[config.mk]
export PLATFORM = sky130hd
export DESIGN_NAME = wprot_unit
export DESIGN_NICKNAME = d
export VERILOG_FILES = /design/src/rtl/wprot_pkg.sv /design/src/rtl/wprot_sync.sv /design/src/rtl/wprot_lock.sv /design/src/rtl/wprot_ctrl.sv /design/src/rtl/wprot_unit.sv
export SDC_FILE = /design/constraint.sdc
export NUM_CORES = 1
export LEC_CHECK = 0
export ABC_AREA = 1
export BUFFER_PORTS_ARGS = -buffer_cell sky130_fd_sc_hd__buf_4
export CORE_ASPECT_RATIO = 1.1
export CORE_UTILIZATION = 47
export CTS_BUF_LIST = sky130_fd_sc_hd__clkbuf_8 sky130_fd_sc_hd__clkbuf_16
export CTS_CLUSTER_SIZE = 14
export DETAILED_ROUTE_END_ITERATION = 8
export PLACE_DENSITY_LB_ADDON = 0.15
export SLEW_MARGIN = 10
export SYNTH_ARGS = -nofsm -noshare
export SYNTH_HDL_FRONTEND = slang
export SYNTH_HIERARCHICAL = 1
export SYNTH_SLANG_ARGS = --single-unit
[constraint.sdc]
create_clock -name clk -period 1.5 [get_ports clk]
set_input_delay 0.15 -clock clk [delete_from_list [all_inputs] [get_ports clk]]
set_output_delay 0.15 -clock clk [all_outputs]
set_load 0.02 [all_outputs]
[src/rtl/wprot_pkg.sv]
package wprot_pkg;
  typedef enum logic [1:0] {
    WS_IDLE  = 2'd0,
    WS_ARMED = 2'd1,
    WS_BUSY  = 2'd2
  } wstate_t;
endpackage

[src/rtl/wprot_sync.sv]
module wprot_sync #(
  parameter int STAGES = 2
) (
  input  logic clk,
  input  logic rst,
  input  logic d_in,
  output logic d_out
);
  logic [STAGES-1:0] chain;

  generate
    if (STAGES == 1) begin : g_one
      always_ff @(posedge clk) begin
        if (rst) chain <= '0;
        else     chain <= d_in;
      end
    end else begin : g_many
      always_ff @(posedge clk) begin
        if (rst) chain <= '0;
        else     chain <= {chain[STAGES-2:0], d_in};
      end
    end
  endgenerate

  assign d_out = chain[STAGES-1];
endmodule

[src/rtl/wprot_lock.sv]
module wprot_lock (
  input  logic clk,
  input  logic rst,
  input  logic set_req,
  output logic lock_q
);
  // once set, only a reset (fresh device) returns it to 0
  always_ff @(posedge clk) begin
    if (rst)          lock_q <= 1'b0;
    else if (set_req) lock_q <= 1'b1;
  end
endmodule

[src/rtl/wprot_ctrl.sv]
module wprot_ctrl
  import wprot_pkg::*;
#(
  parameter int AW        = 8,
  parameter int WR_CYCLES = 64
) (
  input  logic          clk,
  input  logic          rst,
  input  logic          start_seen,
  input  logic          d0_mark,
  input  logic          stop_seen,
  input  logic          prot_sel,
  input  logic [AW-1:0] tgt_addr,
  input  logic          inhibit,
  input  logic          lock_q,
  output logic          wr_ok,
  output logic          busy,
  output logic          abort_req,
  output logic          lock_set
);
  localparam int TW = (WR_CYCLES > 2) ? $clog2(WR_CYCLES) : 1;
  localparam logic [TW-1:0] TMR_LOAD = TW'(WR_CYCLES - 1);

  wstate_t       st_q, st_n;
  logic [TW-1:0] tmr_q, tmr_n;
  logic          low_q, low_n;
  logic          prot_q, prot_n;
  logic          abort_n, ok_n;
  logic          blocked_q, blocked_n;

  // refusal for the latched target, current lock state
  assign blocked_q = lock_q & (prot_q | low_q);
  assign blocked_n = lock_q & (prot_n | low_n);

  always_comb begin
    st_n    = st_q;
    tmr_n   = tmr_q;
    low_n   = low_q;
    prot_n  = prot_q;
    abort_n = 1'b0;
    unique case (st_q)
      WS_IDLE: begin
        if (d0_mark) begin
          st_n   = WS_ARMED;
          low_n  = ~tgt_addr[AW-1];
          prot_n = prot_sel;
        end
      end
      WS_ARMED: begin
        if (inhibit) begin
          abort_n = 1'b1;
          st_n    = WS_IDLE;
        end else if (start_seen) begin
          st_n = WS_IDLE;
        end else if (stop_seen) begin
          if (!blocked_q) begin
            st_n  = WS_BUSY;
            tmr_n = TMR_LOAD;
          end else begin
            st_n = WS_IDLE;
          end
        end
      end
      WS_BUSY: begin
        if (inhibit) begin
          abort_n = 1'b1;
          st_n    = WS_IDLE;
        end else if (tmr_q == '0) begin
          st_n = WS_IDLE;
        end else begin
          tmr_n = tmr_q - 1'b1;
        end
      end
      default: st_n = WS_IDLE;
    endcase
    ok_n = (st_n != WS_IDLE) && !inhibit && !blocked_n;
  end

  always_ff @(posedge clk) begin
    if (rst) begin
      st_q      <= WS_IDLE;
      tmr_q     <= '0;
      low_q     <= 1'b0;
      prot_q    <= 1'b0;
      abort_req <= 1'b0;
      wr_ok     <= 1'b0;
    end else begin
      st_q      <= st_n;
      tmr_q     <= tmr_n;
      low_q     <= low_n;
      prot_q    <= prot_n;
      abort_req <= abort_n;
      wr_ok     <= ok_n;
    end
  end

  assign busy     = (st_q == WS_BUSY);
  assign lock_set = (st_q == WS_BUSY) && (tmr_q == '0) && !inhibit && prot_q;
endmodule

[src/rtl/wprot_unit.sv]
module wprot_unit #(
  parameter int AW          = 8,
  parameter int WR_CYCLES   = 64,
  parameter int SYNC_STAGES = 2
) (
  input  logic          clk,
  input  logic          rst,
  input  logic          wp_pin,
  input  logic          low_supply,
  input  logic          start_seen,
  input  logic          d0_mark,
  input  logic          stop_seen,
  input  logic          prot_sel,
  input  logic [AW-1:0] tgt_addr,
  output logic          wr_ok,
  output logic          wr_busy,
  output logic          abort_req,
  output logic          lock_flag
);
  logic wp_s;
  logic inhibit;
  logic lock_set;

  wprot_sync #(.STAGES(SYNC_STAGES)) u_sync (
    .clk(clk), .rst(rst), .d_in(wp_pin), .d_out(wp_s)
  );

  assign inhibit = wp_s | low_supply;

  wprot_lock u_lock (
    .clk(clk), .rst(rst), .set_req(lock_set), .lock_q(lock_flag)
  );

  wprot_ctrl #(.AW(AW), .WR_CYCLES(WR_CYCLES)) u_ctrl (
    .clk(clk), .rst(rst),
    .start_seen(start_seen), .d0_mark(d0_mark), .stop_seen(stop_seen),
    .prot_sel(prot_sel), .tgt_addr(tgt_addr),
    .inhibit(inhibit), .lock_q(lock_flag),
    .wr_ok(wr_ok), .busy(wr_busy), .abort_req(abort_req), .lock_set(lock_set)
  );
endmodule

After elaboration in Yosys (flattened, before gate mapping)
Index checks and enable logic that the tools add are counted.
{"block": "totals", "reg_bits": 15, "inputBits": 16, "out_inout_bits": 4, "elab_cells": 58}
{"block": "classes", "n_eq_ne": 8, "n_reduce_logical": 14, "mux": 20, "add_sub_neg": 1, "bitwise": 7}
{"op": "two-way mux 6 bit", "count": 6}
{"op": "two-way mux 2 bit", "count": 7}
{"op": "!= test 2 bit, second input constant", "count": 6}
{"op": "case mux 6 bit (2 select lines)", "count": 1}
{"op": "AND reduction 7 bit", "count": 1}
{"op": "zero test 6 bit", "count": 1}
{"op": "case mux 2 bit (3 select lines)", "count": 1}
{"op": "subtractor 6 x 1 -> 6 bit, second input constant", "count": 1}
{"op": "logical AND 1 bit", "count": 5}
{"op": "two-way mux 1 bit", "count": 5}
{"op": "nonzero test 2 bit", "count": 2}
{"op": "OR reduction 2 bit", "count": 2}
{"op": "OR 1 bit", "count": 3}
{"op": "AND 1 bit", "count": 2}
{"op": "equality test 2 x 1 -> 1 bit, second input constant", "count": 1}
{"op": "equality test 2 bit, second input constant", "count": 1}
{"op": "zero test 1 bit", "count": 2}
{"op": "zero test 2 bit", "count": 1}
{"op": "inverter 1 bit", "count": 2}

Depth between registers and ports, before layout
{"block": "depth", "word_depth": 10, "mapped_depth": 9, "depth_no_buf": 9}

By module
The synthesis kept the hierarchy.
{"module": "wprot_ctrl", "seq_area_each_um2": 240.2, "instances": 1, "area_each_um2": 788.3, "cells_each": 110}
{"module": "wprot_sync", "seq_area_each_um2": 40.0, "instances": 1, "area_each_um2": 55.1, "cells_each": 6}
{"module": "wprot_lock", "seq_area_each_um2": 20.0, "instances": 1, "area_each_um2": 27.5, "cells_each": 3}
{"module": "wprot_unit", "seq_area_each_um2": 0.0, "instances": 1, "area_each_um2": 11.3, "cells_each": 3}

Worst setup path before layout
No wires, ideal clock.
{"block": "synth_timing", "path_type": "flip-flop to flip-flop", "startpoint": "reg u_ctrl.st_q[0]", "endpoint": "reg u_ctrl.tmr_q[3]", "t_arrival_ps": 1499, "path_stages_with_launch": 10, "period_less_slack_ps": 1634, "setup_time_ps": 135, "path_buffers": 1, "required_time_ps": 1365, "path_slack_ps": -134, "cell_sequence": "dfxtp_1 > inv_1 > ha_1 > buf_2 > inv_1 > or2_4 > nand2_8 > inv_4 > o21ai_1 > a21oi_2"}
{"block": "synth_via", "elab_chain_cells": 3, "word_cells_on_any_way": 11, "cone_classes": "8 x eq/ne; 1 x mux; 2 x reduce/logical"}
{"element": "start: declaration", "line": "wprot_ctrl.sv:24", "rtl": "wstate_t st_q, st_n;"}
{"element": "start signal: assignment", "line": "wprot_ctrl.sv:88", "rtl": "st_q <= st_n;"}
{"element": "equality test 2 bit (*)"}
{"element": "named net wr_busy", "line": "wprot_unit.sv:16", "rtl": "output logic wr_busy,"}
{"element": "!= test 2 bit (no source line) or nonzero test 2 bit (tied branches)"}
{"element": "AND reduction 7 bit (no source line)"}
{"element": "end signal: assignment", "line": "wprot_ctrl.sv:89", "rtl": "tmr_q <= tmr_n;"}
{"element": "end: declaration", "line": "wprot_ctrl.sv:25", "rtl": "logic [TW-1:0] tmr_q, tmr_n;"}
The timed path passes the listed nets; every way through them passes the cells marked *.
A chain may end at the register's enable or synchronous reset.

Worst setup path after layout
{"block": "layout_timing", "startpoint": "reg u_ctrl.st_q[1]", "endpoint": "reg u_ctrl.tmr_q[0]"}
{"block": "layout_via", "elab_chain_cells": 3, "word_cells_on_any_way": 11, "cone_classes": "8 x eq/ne; 1 x mux; 2 x reduce/logical"}
{"element": "equality test 2 x 1 -> 1 bit or equality test 2 bit (tied branches)", "line": "wprot_ctrl.sv:41", "rtl": "unique case (st_q)"}
{"element": "!= test 2 bit (no source line) or nonzero test 2 bit (tied branches)"}
{"element": "AND reduction 7 bit (no source line)"}
Several ways; a longest one is shown, not always the timed one.

==> run summary <==
Status: complete, no violations
DRC violation count after routing: 0
Beginning of the worst register-to-register path: u_ctrl/st_q[1]
Post-Place Cell Area: 1010 µm²
Via count of the first global-routing pass: 651
Final wirelength: 1.64 mm
Worst setup skew after layout: 0.00112 ns
Cts-stage hold buffer count: 0
Die width: 43.3 µm
Share of the cycle needed by the critical path after routing: 93.6%
Maximum number of pins on one net before global-route repair: 14
Commonest non-fill, non-tap cells in the layout: nand2_1 (25), nor2_1 (16), inv_1 (14), buf_4 (14), dfxtp_1 (13)
Worst-Skew Late Latency: 0.24 ns
Worst setup path end: u_ctrl/tmr_q[0]
Count of mapped cells out of synthesis: 122
Core box area: 1760 µm²
Final Cell Area: 1080 µm²
CTS H-tree depth: 1
HPWL after detailed placement: 1.22 mm
Critical-path maximum fanout: 8
Layout-stage area growth over the synthesis result: 23.0%
Startpoint of the worst setup timing path: u_ctrl/st_q[1]
Proportion of layout cells with a drive suffix above 1: 32.6%
Post-route setup TNS: 0 ns
Headroom to the max-slew limit: 84.5%
Worst Path Arrival: 1.54 ns
Finished Core Util: 61.6%
Resize count post-CTS: 0
Data required time of the worst path: 1.63 ns
Number of max-cap violations: 0
Count of standard-cell rows: 16
Average wire length per cell after detail routing: 10.5 µm
Synthesized cell area: 882 µm²
Number of antenna cells inserted: 0
Endpoint of the worst register-to-register path: u_ctrl/tmr_q[0]
Path depth of the worst reg2reg path: 7
Nature of the critical path endpoint: register
First-pass GRT wire length: 2.71 mm
Slowest cell delay on critical path: 0.36 ns
Cts bufs inserted: 3
Unrepaired setup endpoints after global routing: no
Clock tree root driver cell: clkbuf_8
Num ports: 20
IO Port Bufs: 12
Clock input transition at the sequential cells of the worst setup and hold paths: 0.06 ns
Minimum setup slack among reg-to-reg paths: 0.1 ns
Synthesized Nets: 144
Library cell contributing the largest single delay on the critical path: dfxtp_4
Global routing usage summed across all routing layers: 17.7%
Count of vias placed by the detailed router: 786
Hold path startpoint: wp_pin
Floorplan die area: 2050 µm²
Worst Tran Pin Value: 0.233 ns
Worst vdd ir: 0.000531 V
Sinks on the clock net: 15
First-iteration detailed-routing DRC count: 19
Total power density per cell area: 834 nW/µm²
Minimum clock period: 1.40 ns
Number of fillers in the final layout: 152
Pleak: 0.000474 µW
Total number of yosys warnings: 6
Depth of the critical timing path with buffers and inverters included: 7
Number of search-and-repair iterations in the first detailed-routing pass: 4
Maximum clock path buffer count: 2
Sequential share of the synthesized area: 34.0%
Flip-flop and latch count after synthesis: 15
Critical path launch point type: register
RePlAce Congestion: 0.822
Detail-routed via count per cell: 5.04
Setup bufs post-CTS: 0
DIE HEIGHT: 47.4 µm
Number of failing setup endpoints in the final timing report: 0
Achievable clock frequency: 712 MHz
Setup Crit Path Kind: reg -> reg
Ordered cell list for the critical path: inv_1 -> ha_2 -> nand4_1 -> o21ai_2 -> nand2_8 -> nor3_1 -> nor2_1
Initial antenna violation count: 0
Type of the most critical hold path: in -> reg
Clock tree from TritonCTS: done
Final global-route overflow total: 0
Hold Vio Cnt, Final: 0
Post-route antenna net violation count: 0
Net count reported at finish: 161
Synthesized area divided by synthesized cell count: 7.23 µm²
Worst Path Buf+Inv: 1
Top delay family on crit path: simple AND/OR/NAND/NOR gates
Final Max Slew Viols: 0
Count of cell types in the netlist: 24
Leading cell type in the layout, fill and taps excluded: nand2_1
Initial Utilization: 50.1%
power breakdown:
part           leakage (µW)  total (µW)  switching (µW)  internal [µW]
combinational      0.000325         150            85.4           65.0
clock             0.0000255         327             144            184
sequential         0.000124         427            12.7            414
logic make-up (layout without fill, tap and decap cells):
family                     after synthesis  in the layout  synth area share [%]
and+or+nand+nor                         66             66                  37.2
buffers and inverters                   21             37                  9.36
DFF                                     15             15                  34.0
AOI/OAI and AO/OA                       13             13                  9.93
adders and majority gates                6              6                  8.51
xor gates and xnor gates                 1              1                 0.993
worst min-delay path by stage:
| stage | cells after the start | endpoint | slack [ns] |
|---|---|---|---|
| after floorplan | 1 | u_sync/chain[0] | 0.22 |
| after global placement | 3 | u_sync/chain[0] | 0.36 |
| after detailed placement | 3 | u_sync/chain[0] | 0.36 |
| after CTS | 3 | u_sync/chain[0] | 0.11 |
| after global routing | 3 | u_sync/chain[0] | 0.14 |
| final | 3 | u_sync/chain[0] | 0.11 |
area by class of cell:
cell class | count | area, µm² | area share [%]
Multi-Input combinational cell | 86 | 529 | 48.8
Sequential cell | 15 | 308 | 28.4
Timing Repair Buffer | 14 | 105 | 9.69
Inverter | 19 | 73.8 | 6.81
Clock buffer | 3 | 41.3 | 3.81
Tap cell | 18 | 22.5 | 2.08
Clock inverter | 1 | 5.00 | 0.461
stage by stage:
| stage | std cells | hold slack [ns] | setup slack [ns] | total power [µW] |
|---|---|---|---|---|
| 5_1_grt | 156 | 0.137 | 0.00625 | 956 |
| 3_3_place_gp | 152 | 0.356 | 0.0261 | 576 |
| 6_report | 156 | 0.106 | 0.0963 | 904 |
| 3_5_place_dp | 152 | 0.362 | 0.0309 | 579 |
| 2_1_floorplan | 122 | 0.221 | 0.00707 | 536 |
| 4_1_cts | 156 | 0.108 | 0.000427 | 911 |
state kept, by name (all words and copies together) (netlist names):
signal	flops
u_ctrl/tmr_q	6
u_ctrl/st_q	2
u_sync/chain	2
u_ctrl/abort_req	1
u_ctrl/low_q	1
u_ctrl/prot_q	1
u_ctrl/wr_ok	1
u_lock/lock_q	1
per-layer routing:
metal  GRT usage, %  vias up  wire (µm)
met5              0        -          0
met4           5.45        0          7
met3           3.40        2         64
met2           30.1       14        765
met1           23.1      349        803
li1               -      421          -
synthesized netlist by cell type, drive strengths merged:
cell	number	area, µm²
a21oi	7	50.0
buf	1	5.00
clkbuf	1	3.75
dfxtp	15	300
ha	6	75.1
inv	19	73.8
nand2	28	124
nand3	10	50.1
nand4	5	46.3
nor2	17	71.3
nor3	3	15.0
o21ai	6	37.5
or2	3	21.3
xnor2	1	8.76
worst min-delay path, stage by stage:
cell and delay [ns]:
buf_4 0.07, inv_1 0.03, nor2_1 0.06
Note: power is estimated with default switching activity, not from simulation.
